### config.mk
export PLATFORM = sky130hd
export DESIGN_NAME = cap_revoker
export DESIGN_NICKNAME = d
export VERILOG_FILES = /design/src/rtl/cap_revoker_pkg.sv /design/src/rtl/cap_revoker_regs.sv /design/src/rtl/cap_revoker_bitsel.sv /design/src/rtl/cap_revoker_sweep.sv /design/src/rtl/cap_revoker.sv
export SDC_FILE = /design/constraint.sdc
export NUM_CORES = 1
export LEC_CHECK = 0
export ABC_AREA = 1
export CORE_ASPECT_RATIO = 0.8
export CORE_UTILIZATION = 50
export DETAILED_ROUTE_END_ITERATION = 10
export GPL_ROUTABILITY_DRIVEN = 0
export PLACE_DENSITY = 0.81
export SYNTH_ARGS = -nofsm -noshare
export SYNTH_HDL_FRONTEND = slang
export SYNTH_HIERARCHICAL = 1
export SYNTH_SLANG_ARGS = --single-unit
export TNS_END_PERCENT = 50
### constraint.sdc
create_clock -name clk_i -period 3.35 [get_ports clk_i]
set_input_delay 0.5025 -clock clk_i [delete_from_list [all_inputs] [get_ports clk_i]]
set_output_delay 0.5025 -clock clk_i [all_outputs]
set_load 0.05 [all_outputs]
### src/rtl/cap_revoker_pkg.sv
package cap_revoker_pkg;
  localparam int unsigned REG_W  = 32;
  localparam int unsigned REG_AW = 5;

  localparam logic [2:0] IDX_FIRST = 3'd0;
  localparam logic [2:0] IDX_LAST  = 3'd1;
  localparam logic [2:0] IDX_GO    = 3'd2;
  localparam logic [2:0] IDX_EPOCH = 3'd3;
  localparam logic [2:0] IDX_DONE  = 3'd4;
  localparam logic [2:0] IDX_IEN   = 3'd5;

  typedef enum logic [2:0] {
    ST_IDLE,
    ST_CAP_RD,
    ST_CAP_WAIT,
    ST_BM_RD,
    ST_BM_WAIT,
    ST_CAP_WR,
    ST_FINISH
  } sweep_st_e;
endpackage

### src/rtl/cap_revoker_regs.sv
module cap_revoker_regs
  import cap_revoker_pkg::*;
#(
  parameter int unsigned ADDR_W  = 32,
  parameter int unsigned GRAN_LG = 3,
  parameter int unsigned EPOCH_W = 32
) (
  input  logic               clk_i,
  input  logic               rst_ni,
  input  logic               reg_req_i,
  input  logic               reg_we_i,
  input  logic [REG_AW-1:0]  reg_addr_i,
  input  logic [REG_W-1:0]   reg_wdata_i,
  output logic [REG_W-1:0]   reg_rdata_o,
  input  logic               done_i,
  output logic               go_o,
  output logic [ADDR_W-1:0]  first_o,
  output logic [ADDR_W-1:0]  last_o,
  output logic [EPOCH_W-1:0] epoch_o,
  output logic               status_o,
  output logic               ien_o,
  output logic               irq_o
);
  localparam logic [ADDR_W-1:0] LOW_MASK = ADDR_W'((64'd1 << GRAN_LG) - 64'd1);

  logic [ADDR_W-1:0]  first_q, last_q;
  logic [EPOCH_W-1:0] epoch_q;
  logic               status_q, ien_q;
  logic               aligned, wr, running;
  logic [2:0]         idx;

  assign aligned = (reg_addr_i[1:0] == 2'b00);
  assign idx     = reg_addr_i[4:2];
  assign wr      = reg_req_i && reg_we_i && aligned;
  assign running = epoch_q[0];
  assign go_o    = wr && (idx == IDX_GO) && reg_wdata_i[0] && !running;

  always_ff @(posedge clk_i or negedge rst_ni) begin
    if (!rst_ni) begin
      first_q  <= '0;
      last_q   <= '0;
      epoch_q  <= '0;
      status_q <= 1'b0;
      ien_q    <= 1'b0;
    end else begin
      // window is frozen while a sweep runs
      if (wr && !running && idx == IDX_FIRST) first_q <= reg_wdata_i[ADDR_W-1:0] & ~LOW_MASK;
      if (wr && !running && idx == IDX_LAST)  last_q  <= reg_wdata_i[ADDR_W-1:0] & ~LOW_MASK;
      if (go_o || done_i) epoch_q <= epoch_q + EPOCH_W'(1);
      // completion beats a same-cycle clear
      if (done_i) status_q <= 1'b1;
      else if (wr && idx == IDX_DONE && !reg_wdata_i[0]) status_q <= 1'b0;
      if (wr && idx == IDX_IEN) ien_q <= reg_wdata_i[0];
    end
  end

  always_comb begin
    reg_rdata_o = '0;
    if (aligned) begin
      unique case (idx)
        IDX_FIRST: reg_rdata_o = REG_W'(first_q);
        IDX_LAST:  reg_rdata_o = REG_W'(last_q);
        IDX_EPOCH: reg_rdata_o = REG_W'(epoch_q);
        IDX_DONE:  reg_rdata_o = REG_W'(status_q);
        IDX_IEN:   reg_rdata_o = REG_W'(ien_q);
        default:   reg_rdata_o = '0;
      endcase
    end
  end

  assign first_o  = first_q;
  assign last_o   = last_q;
  assign epoch_o  = epoch_q;
  assign status_o = status_q;
  assign ien_o    = ien_q;
  assign irq_o    = status_q & ien_q;
endmodule

### src/rtl/cap_revoker_bitsel.sv
module cap_revoker_bitsel #(
  parameter int unsigned ADDR_W    = 32,
  parameter int unsigned GRAN_LG   = 3,
  parameter int unsigned BM_WORD_W = 32,
  localparam int unsigned BIT_LG   = $clog2(BM_WORD_W),
  localparam int unsigned GIDX_W   = ADDR_W - GRAN_LG,
  localparam int unsigned BM_AW    = GIDX_W - BIT_LG
) (
  input  logic [GIDX_W-1:0]    gidx_i,
  input  logic [BM_WORD_W-1:0] bm_word_i,
  output logic [BM_AW-1:0]     bm_addr_o,
  output logic                 revoked_o
);
  logic [BIT_LG-1:0] bit_idx;

  assign bm_addr_o = gidx_i[GIDX_W-1:BIT_LG];
  assign bit_idx   = gidx_i[BIT_LG-1:0];
  assign revoked_o = bm_word_i[bit_idx];
endmodule

### src/rtl/cap_revoker_sweep.sv
module cap_revoker_sweep
  import cap_revoker_pkg::*;
#(
  parameter int unsigned ADDR_W    = 32,
  parameter int unsigned CAP_W     = 64,
  parameter int unsigned BASE_LSB  = 0,
  parameter int unsigned GRAN_LG   = 3,
  parameter int unsigned BM_WORD_W = 32,
  localparam int unsigned GIDX_W   = ADDR_W - GRAN_LG,
  localparam int unsigned BM_AW    = GIDX_W - $clog2(BM_WORD_W)
) (
  input  logic                 clk_i,
  input  logic                 rst_ni,
  input  logic                 go_i,
  input  logic [ADDR_W-1:0]    first_i,
  input  logic [ADDR_W-1:0]    last_i,
  output logic                 done_o,
  output logic                 cap_req_o,
  output logic                 cap_we_o,
  output logic [ADDR_W-1:0]    cap_addr_o,
  output logic [CAP_W-1:0]     cap_wdata_o,
  input  logic                 cap_gnt_i,
  input  logic                 cap_rvalid_i,
  input  logic [CAP_W-1:0]     cap_rdata_i,
  input  logic                 cap_rtag_i,
  output logic                 bm_req_o,
  output logic [BM_AW-1:0]     bm_addr_o,
  input  logic                 bm_gnt_i,
  input  logic                 bm_rvalid_i,
  input  logic [BM_WORD_W-1:0] bm_rdata_i
);
  localparam logic [ADDR_W-1:0] STEP = ADDR_W'(64'd1 << GRAN_LG);

  sweep_st_e         state_q, state_d;
  logic [ADDR_W-1:0] cur_q, cur_d;
  logic [CAP_W-1:0]  cap_q;
  logic              cap_ld, adv, at_last, revoked;

  cap_revoker_bitsel #(
    .ADDR_W   (ADDR_W),
    .GRAN_LG  (GRAN_LG),
    .BM_WORD_W(BM_WORD_W)
  ) u_bitsel (
    .gidx_i   (cap_q[BASE_LSB+GRAN_LG +: GIDX_W]),
    .bm_word_i(bm_rdata_i),
    .bm_addr_o(bm_addr_o),
    .revoked_o(revoked)
  );

  assign at_last = (cur_q == last_i);

  always_comb begin
    state_d = state_q;
    cur_d   = cur_q;
    cap_ld  = 1'b0;
    adv     = 1'b0;
    unique case (state_q)
      ST_IDLE: if (go_i) begin
        cur_d   = first_i;
        state_d = (first_i > last_i) ? ST_FINISH : ST_CAP_RD;
      end
      ST_CAP_RD: if (cap_gnt_i) state_d = ST_CAP_WAIT;
      ST_CAP_WAIT: if (cap_rvalid_i) begin
        cap_ld = 1'b1;
        if (cap_rtag_i) state_d = ST_BM_RD;
        else adv = 1'b1;
      end
      ST_BM_RD: if (bm_gnt_i) state_d = ST_BM_WAIT;
      ST_BM_WAIT: if (bm_rvalid_i) begin
        if (revoked) state_d = ST_CAP_WR;
        else adv = 1'b1;
      end
      ST_CAP_WR: if (cap_gnt_i) adv = 1'b1;
      ST_FINISH: state_d = ST_IDLE;
      default:   state_d = ST_IDLE;
    endcase
    if (adv) begin
      if (at_last) state_d = ST_FINISH;
      else begin
        state_d = ST_CAP_RD;
        cur_d   = cur_q + STEP;
      end
    end
  end

  always_ff @(posedge clk_i or negedge rst_ni) begin
    if (!rst_ni) begin
      state_q <= ST_IDLE;
      cur_q   <= '0;
      cap_q   <= '0;
    end else begin
      state_q <= state_d;
      cur_q   <= cur_d;
      if (cap_ld) cap_q <= cap_rdata_i;
    end
  end

  assign cap_req_o   = (state_q == ST_CAP_RD) || (state_q == ST_CAP_WR);
  assign cap_we_o    = (state_q == ST_CAP_WR);
  assign cap_addr_o  = cur_q;
  assign cap_wdata_o = cap_q;
  assign bm_req_o    = (state_q == ST_BM_RD);
  assign done_o      = (state_q == ST_FINISH);
endmodule

### src/rtl/cap_revoker.sv
module cap_revoker
  import cap_revoker_pkg::*;
#(
  parameter int unsigned ADDR_W    = 32,
  parameter int unsigned CAP_W     = 64,
  parameter int unsigned BASE_LSB  = 0,
  parameter int unsigned GRAN_LG   = 3,
  parameter int unsigned BM_WORD_W = 32,
  parameter int unsigned EPOCH_W   = 32,
  localparam int unsigned BM_AW    = ADDR_W - GRAN_LG - $clog2(BM_WORD_W)
) (
  input  logic                 clk_i,
  input  logic                 rst_ni,
  input  logic                 reg_req_i,
  input  logic                 reg_we_i,
  input  logic [REG_AW-1:0]    reg_addr_i,
  input  logic [REG_W-1:0]     reg_wdata_i,
  output logic [REG_W-1:0]     reg_rdata_o,
  output logic                 irq_o,
  output logic                 cap_req_o,
  output logic                 cap_we_o,
  output logic [ADDR_W-1:0]    cap_addr_o,
  output logic [CAP_W-1:0]     cap_wdata_o,
  input  logic                 cap_gnt_i,
  input  logic                 cap_rvalid_i,
  input  logic [CAP_W-1:0]     cap_rdata_i,
  input  logic                 cap_rtag_i,
  output logic                 bm_req_o,
  output logic [BM_AW-1:0]     bm_addr_o,
  input  logic                 bm_gnt_i,
  input  logic                 bm_rvalid_i,
  input  logic [BM_WORD_W-1:0] bm_rdata_i
);
  logic               go_w, done_w, status_w, ien_w;
  logic [ADDR_W-1:0]  first_w, last_w;
  logic [EPOCH_W-1:0] epoch_w;

  cap_revoker_regs #(
    .ADDR_W (ADDR_W),
    .GRAN_LG(GRAN_LG),
    .EPOCH_W(EPOCH_W)
  ) u_regs (
    .clk_i      (clk_i),
    .rst_ni     (rst_ni),
    .reg_req_i  (reg_req_i),
    .reg_we_i   (reg_we_i),
    .reg_addr_i (reg_addr_i),
    .reg_wdata_i(reg_wdata_i),
    .reg_rdata_o(reg_rdata_o),
    .done_i     (done_w),
    .go_o       (go_w),
    .first_o    (first_w),
    .last_o     (last_w),
    .epoch_o    (epoch_w),
    .status_o   (status_w),
    .ien_o      (ien_w),
    .irq_o      (irq_o)
  );

  cap_revoker_sweep #(
    .ADDR_W   (ADDR_W),
    .CAP_W    (CAP_W),
    .BASE_LSB (BASE_LSB),
    .GRAN_LG  (GRAN_LG),
    .BM_WORD_W(BM_WORD_W)
  ) u_sweep (
    .clk_i       (clk_i),
    .rst_ni      (rst_ni),
    .go_i        (go_w),
    .first_i     (first_w),
    .last_i      (last_w),
    .done_o      (done_w),
    .cap_req_o   (cap_req_o),
    .cap_we_o    (cap_we_o),
    .cap_addr_o  (cap_addr_o),
    .cap_wdata_o (cap_wdata_o),
    .cap_gnt_i   (cap_gnt_i),
    .cap_rvalid_i(cap_rvalid_i),
    .cap_rdata_i (cap_rdata_i),
    .cap_rtag_i  (cap_rtag_i),
    .bm_req_o    (bm_req_o),
    .bm_addr_o   (bm_addr_o),
    .bm_gnt_i    (bm_gnt_i),
    .bm_rvalid_i (bm_rvalid_i),
    .bm_rdata_i  (bm_rdata_i)
  );
endmodule

=== After elaboration in Yosys (flattened, before gate mapping) ===
Index checks and enable logic that the tools add are counted.

* Register bits: 191
* Bits in read-only memories: 0
* Memories kept: 0
* Bits of input ports: 142
* Latch bits: 0
* Logic and storage cells: 82
* RAM bits: 0

* Equal/unequal tests: 20
* Add/subtract/negate cells: 2
* Bitwise operators: 1
* Reduce and logical (&&, ||, !) cells: 20
* Shifts and indexed selects: 0
* Magnitude comparators: 2
* Multiplexer cells: 29
* Div/mod/pow operators: 0
* Multiply operators: 0

{| class="wikitable"
|+ Operator list
! operator !! number
|-
| 32-bit 2-to-1 mux || 5
|-
| 32-bit case mux with 5 select lines || 1
|-
| 32-bit by 1-bit adder with 32-bit output (second input constant) || 1
|-
| 32-bit by 4-bit adder with 32-bit output (second input constant) || 1
|-
| 32-bit == test || 1
|-
| 32-bit greater-than comparator || 1
|-
| 3-bit 2-to-1 mux || 10
|-
| 3-bit case mux with 6 select lines || 1
|-
| 3-bit == test (second input constant) || 5
|-
| 3-bit by 2-bit != test with 1-bit output (second input constant) || 5
|-
| 3-bit by 2-bit == test with 1-bit output (second input constant) || 4
|-
| 1-bit logical AND || 11
|-
| 1-bit 2-to-1 mux || 10
|-
| 8-bit AND reduction || 1
|-
| 3-bit by 1-bit == test with 1-bit output (second input constant) || 2
|-
| 3-bit logical NOT || 2
|-
| 5-bit by 6-bit less-than comparator with 1-bit output (second input constant) || 1
|-
| 3-bit by 1-bit != test with 1-bit output (second input constant) || 2
|-
| 1-bit binary-select mux with 5-bit select || 1
|-
| 1-bit case mux with 3 select lines || 1
|-
| 1-bit logical NOT || 2
|-
| 2-bit logical NOT || 1
|-
| 1-bit logical OR || 2
|-
| 2-bit by 1-bit != test with 1-bit output (second input constant) || 1
|-
| other kinds (2) || 2
|}

=== Depth between registers and ports, before layout ===
* Depth in word-level cells: 9
* Depth in mapped cells: 19

=== Hierarchy ===
Netlist, hierarchy kept.

{| class="wikitable"
|+ By module, submodules not included
! module !! area an instance (um^2) !! instances !! cells each !! seq. area each (um^2)
|-
| cap_revoker_sweep || 6296.0 || 1 || 760 || 2477.4
|-
| cap_revoker_regs || 4885.9 || 1 || 646 || 2302.2
|-
| cap_revoker_bitsel || 555.5 || 1 || 102 || 0.0
|}

=== Least setup slack after synthesis ===
No wires, ideal clock.

* Kind: input to output
* Start point: input port reg_addr_i[3]
* End point: output port reg_rdata_o[1]
* Stages: 5
* Path slack: 0.818 ns
* Buffers on the path: 1
* Required time: 2.847 ns
* Arrival time: 2.029 ns
* Cells stage by stage: inv_2 > nor3_2 > buf_2 > inv_1 > nor3_1

* Cells in the longest elaborated chain, start to end: 3
* Elaborated cells on any way between the ends: 7
* Those cells by class: eq/ne (4); mux (2); reduce/logical (1)

{| class="wikitable"
|+ Ends and longest elaborated chain
! element !! RTL line !! text
|-
| start, declared || cap_revoker.sv:16 || <nowiki>input logic [REG_AW-1:0] reg_addr_i,</nowiki>
|-
| 3-bit == test (tied with other cells) || cap_revoker_regs.sv:60 || <nowiki>unique case (idx)</nowiki>
|-
| 32-bit case mux with 5 select lines (*) || cap_revoker_regs.sv:60 ||
|-
| 32-bit 2-to-1 mux (*) || cap_revoker_regs.sv:59 || <nowiki>if (aligned) begin</nowiki>
|-
| end, declared || cap_revoker.sv:18 || <nowiki>output logic [REG_W-1:0] reg_rdata_o,</nowiki>
|}

Mark *: on every way between the ends. The rest lies on a longest branch, timed or not.

=== Worst setup path in the final report ===
* Start point: input port reg_addr_i[4]
* End point: output port reg_rdata_o[23]

Same word-level chain as after synthesis.

==> run_results.csv <==
group,metric,value,unit
worst_setup_path,cp.required,2850,ps
placement,place_area,14900,um^2
clock_network,clockBufferDepth,2,
detailed_routing,vias_per_cell,5.38,
cells_and_area,design_area,15500,um^2
clock_network,clock_latency,440,ps
logic_synthesis,synth.distinct_cells,45,
clock_network,clk_pin_slew,70,ps
detailed_routing,vias,11200,
cells_and_area,final_cells,2080,
timing,slew_violations,0,
die,ios,298,
cells_and_area,insertedDiodeCount,0,
worst_setup_path,cp_max_fo,30,
die,dieArea,24100,um^2
cells_and_area,drive_gt1_share,11.3,%
logic_synthesis,netlist_top_cells_count,"466 x nand2_1, 191 x dfrtp_1, 182 x inv_1",
timing,fmax,344,MHz
timing,clock_skew,12.1,ps
status,status,"completed",
cells_and_area,syn_to_final_growth,32.1,%
clock_network,postCtsSetupBuffers,0,
logic_synthesis,synth_flop_cell,"dfrtp_1",
logic_synthesis,yosysTopAreaCellShare,40.7,%
timing,finalSetupViolCount,0,
logic_synthesis,synth.most_common_cell,"nand2_1",
die,dieHeight,139,um
grt,grt_usage,28.6,%
logic_synthesis,synth_seq_cells,191,
worst_setup_path,crit_type,"input pin to output port",
timing,worst_slack,443,ps
timing,holdWs,105,ps
timing,max_slew_margin,45.2,%
logic_synthesis,synthArstFlopShare,100,%
placement,hpwl,25900,um
pwr,ir_drop,0.577,mV
logic_synthesis,synth.area.top_cells,"dfrtp_1 41%, nand2_1 15%, mux2_2 6.1%, inv_1 5.8%, o21ai_0 4.1%",
pwr,power_density,828,nW/um^2
flow_run,drv_cap,0,
cells_and_area,nets,1937,
worst_setup_path,arrival,2400,ps
logic_synthesis,syn_avg_cell_area,7.78,um^2
logic_synthesis,yosys_warnings,6,
grt,grt_overflow,0,
logic_synthesis,syn_inst,1508,
die,initial_core_util,51.6,%
detailed_routing,wl,34600,um
timing,final_hold_viol_count,0,
clock_network,post_cts_resized,0,
clock_network,htreeDepth,4,
timing,tns,0,ps
grt,grt_max_degree,76,
clock_network,cts_buffers,17,
pwr,total_leakage_power,7.14,nW
timing,fin_crit,2910,ps
placement,numPlacedInstances,2048,
grt,grt_pass1_wl,55000,um
worst_setup_path,cp-end-kind,"output port",
detailed_routing,detail-route-antenna-nets,0,
detailed_routing,drc,0,
timing,finalCritPeriodShare,86.8,%
timing,tightest_slew,822,ps
hold_path,min_path_type,"input pin to async pin",
logic_synthesis,netlist_area,11700,um^2
worst_setup_path,cp-start-kind,"input pin",
timing,grt_setup_unrepaired,"no",
detailed_routing,drtPass1Iterations,6,
die,rows,49,
logic_synthesis,synth_top_cell_by_area,"dfrtp_1",
clock_network,cts-root-buf,"clkbuf_16",
grt,grt_pass1_vias,10500,
detailed_routing,wire_per_inst,16.6,um
placement,portBuffers,295,
logic_synthesis,ys_seq_area_share,40.7,%
clock_network,ctsHoldBuffers,0,
die,die_width,173,um
clock_network,cts_tree,"yes",
logic_synthesis,synth_edf_count,0,
grt,antenna_found_initial,0,
cells_and_area,fillCellCount,1855,
placement,place_worst_setup_slack,494,ps
detailed_routing,drtIter0Drc,1033,
clock_network,cts.sinks,191,
die,core,22700,um^2
## power by group
part	internal (mW)	leakage, nW	switching [mW]
sequential	2.99	2.39	0.796
clock	1.08	0.280	0.961
combinational	2.45	4.46	4.56
## through the flow
step | power (mW) | util, %
floorplan | 8.69 | -
global placement | 10.6 | 65.6
detailed placement | 10.8 | 65.6
CTS | 12.8 | 68.2
global route | 13.5 | 68.2
finish | 12.8 | 68.2
## cell type report
type / count / area (um^2) / share of cell area, %
Tap cell: 306 / 383 / 2.47
Multi-Input combinational cell: 1045 / 5620 / 36.3
Clock buffer: 19 / 453 / 2.92
Timing Repair Buffer: 309 / 3390 / 21.9
Sequential cell: 191 / 4780 / 30.8
Inverter: 197 / 749 / 4.83
Clock inverter: 13 / 125 / 0.807
## logic make-up after synthesis
kind of cell	Yosys count	synth area share [%]
mux	64	6.14
simple gates	708	25.4
compound gates	196	9.69
flops	191	40.7
buf+inv	277	11.6
xor+xnor	37	2.76
fa+ha+maj	34	3.62
other cells	1	0.0319
## sequential cells by signal, summed over array words and instances, names as in the netlist
register             flops
u_regs/epoch_o          32
u_regs/ien_o             1
u_sweep/cap_addr_o      32
u_sweep/cap_wdata_o     64
u_sweep/state_q          3
u_regs/last_o           29
u_regs/first_o          29
u_regs/status_o          1
## cells in the final DEF, fill, tap and decap left out, drive strengths merged
| master | Yosys | layout |
|---|---|---|
| nand2 | 479 | 479 |
| clkdlybuf4s50 | 0 | 262 |
| inv | 197 | 203 |
| dfrtp | 191 | 191 |
| o21ai | 124 | 124 |
| nor2 | 94 | 94 |
| nand3 | 67 | 67 |
| mux2 | 64 | 64 |
| buf | 68 | 46 |
| nand4 | 36 | 36 |
| ha | 34 | 34 |
| a21oi | 32 | 32 |
| xor2 | 26 | 26 |
| nor3 | 23 | 23 |
| a22oi | 22 | 22 |
| clkbuf | 12 | 20 |
| xnor2 | 11 | 11 |
| a31oi | 9 | 9 |
| conb | 1 | 6 |
| o21bai | 4 | 4 |
| nor4 | 4 | 4 |
| clkinv | 0 | 3 |
| clkinvlp | 0 | 3 |
| nand3b | 3 | 3 |
| o211ai | 2 | 2 |
| bufinv | 0 | 1 |
| nand2b | 1 | 1 |
| a21o | 1 | 1 |
| o21a | 1 | 1 |
| o22ai | 1 | 1 |
| nor3b | 1 | 1 |
## per-layer routing
layer | global-route usage, % | share of wire, % | vias to the layer above
met5 | 0 | 0 | -
met4 | 10.4 | 3.0 | 0
met3 | 6.20 | 8.5 | 80
met2 | 47.6 | 48 | 568
met1 | 36.6 | 41 | 5232
li1 | - | - | 5311
## final timing paths
check / start / end / slack (ps) / cells past startpoint
max in group asynchronous: rst_ni / u_sweep/cap_wdata_o[9] / 2310 / 2
worst min-delay path: rst_ni / u_sweep/cap_wdata_o[42] / 110 / 1
min in group clk_i: u_sweep/cap_wdata_o[55] / u_sweep/cap_wdata_o[55] / 510 / 1
worst max-delay path: reg_addr_i[4] / reg_rdata_o[23] / 440 / 8
worst min register to register: u_sweep/cap_wdata_o[55] / u_sweep/cap_wdata_o[55] / 510 / 1
worst max register to register: u_sweep/cap_wdata_o[3] / u_sweep/cap_addr_o[18] / 480 / 17
## worst max-delay path, stage by stage
cell and delay, ps:
clkdlybuf4s50_1 530, inv_2 120, nand3_1 90, inv_1 80, buf_4 330, a22oi_1 160, a21oi_1 370, buf_12 190
(Power assumes the default switching activity.)
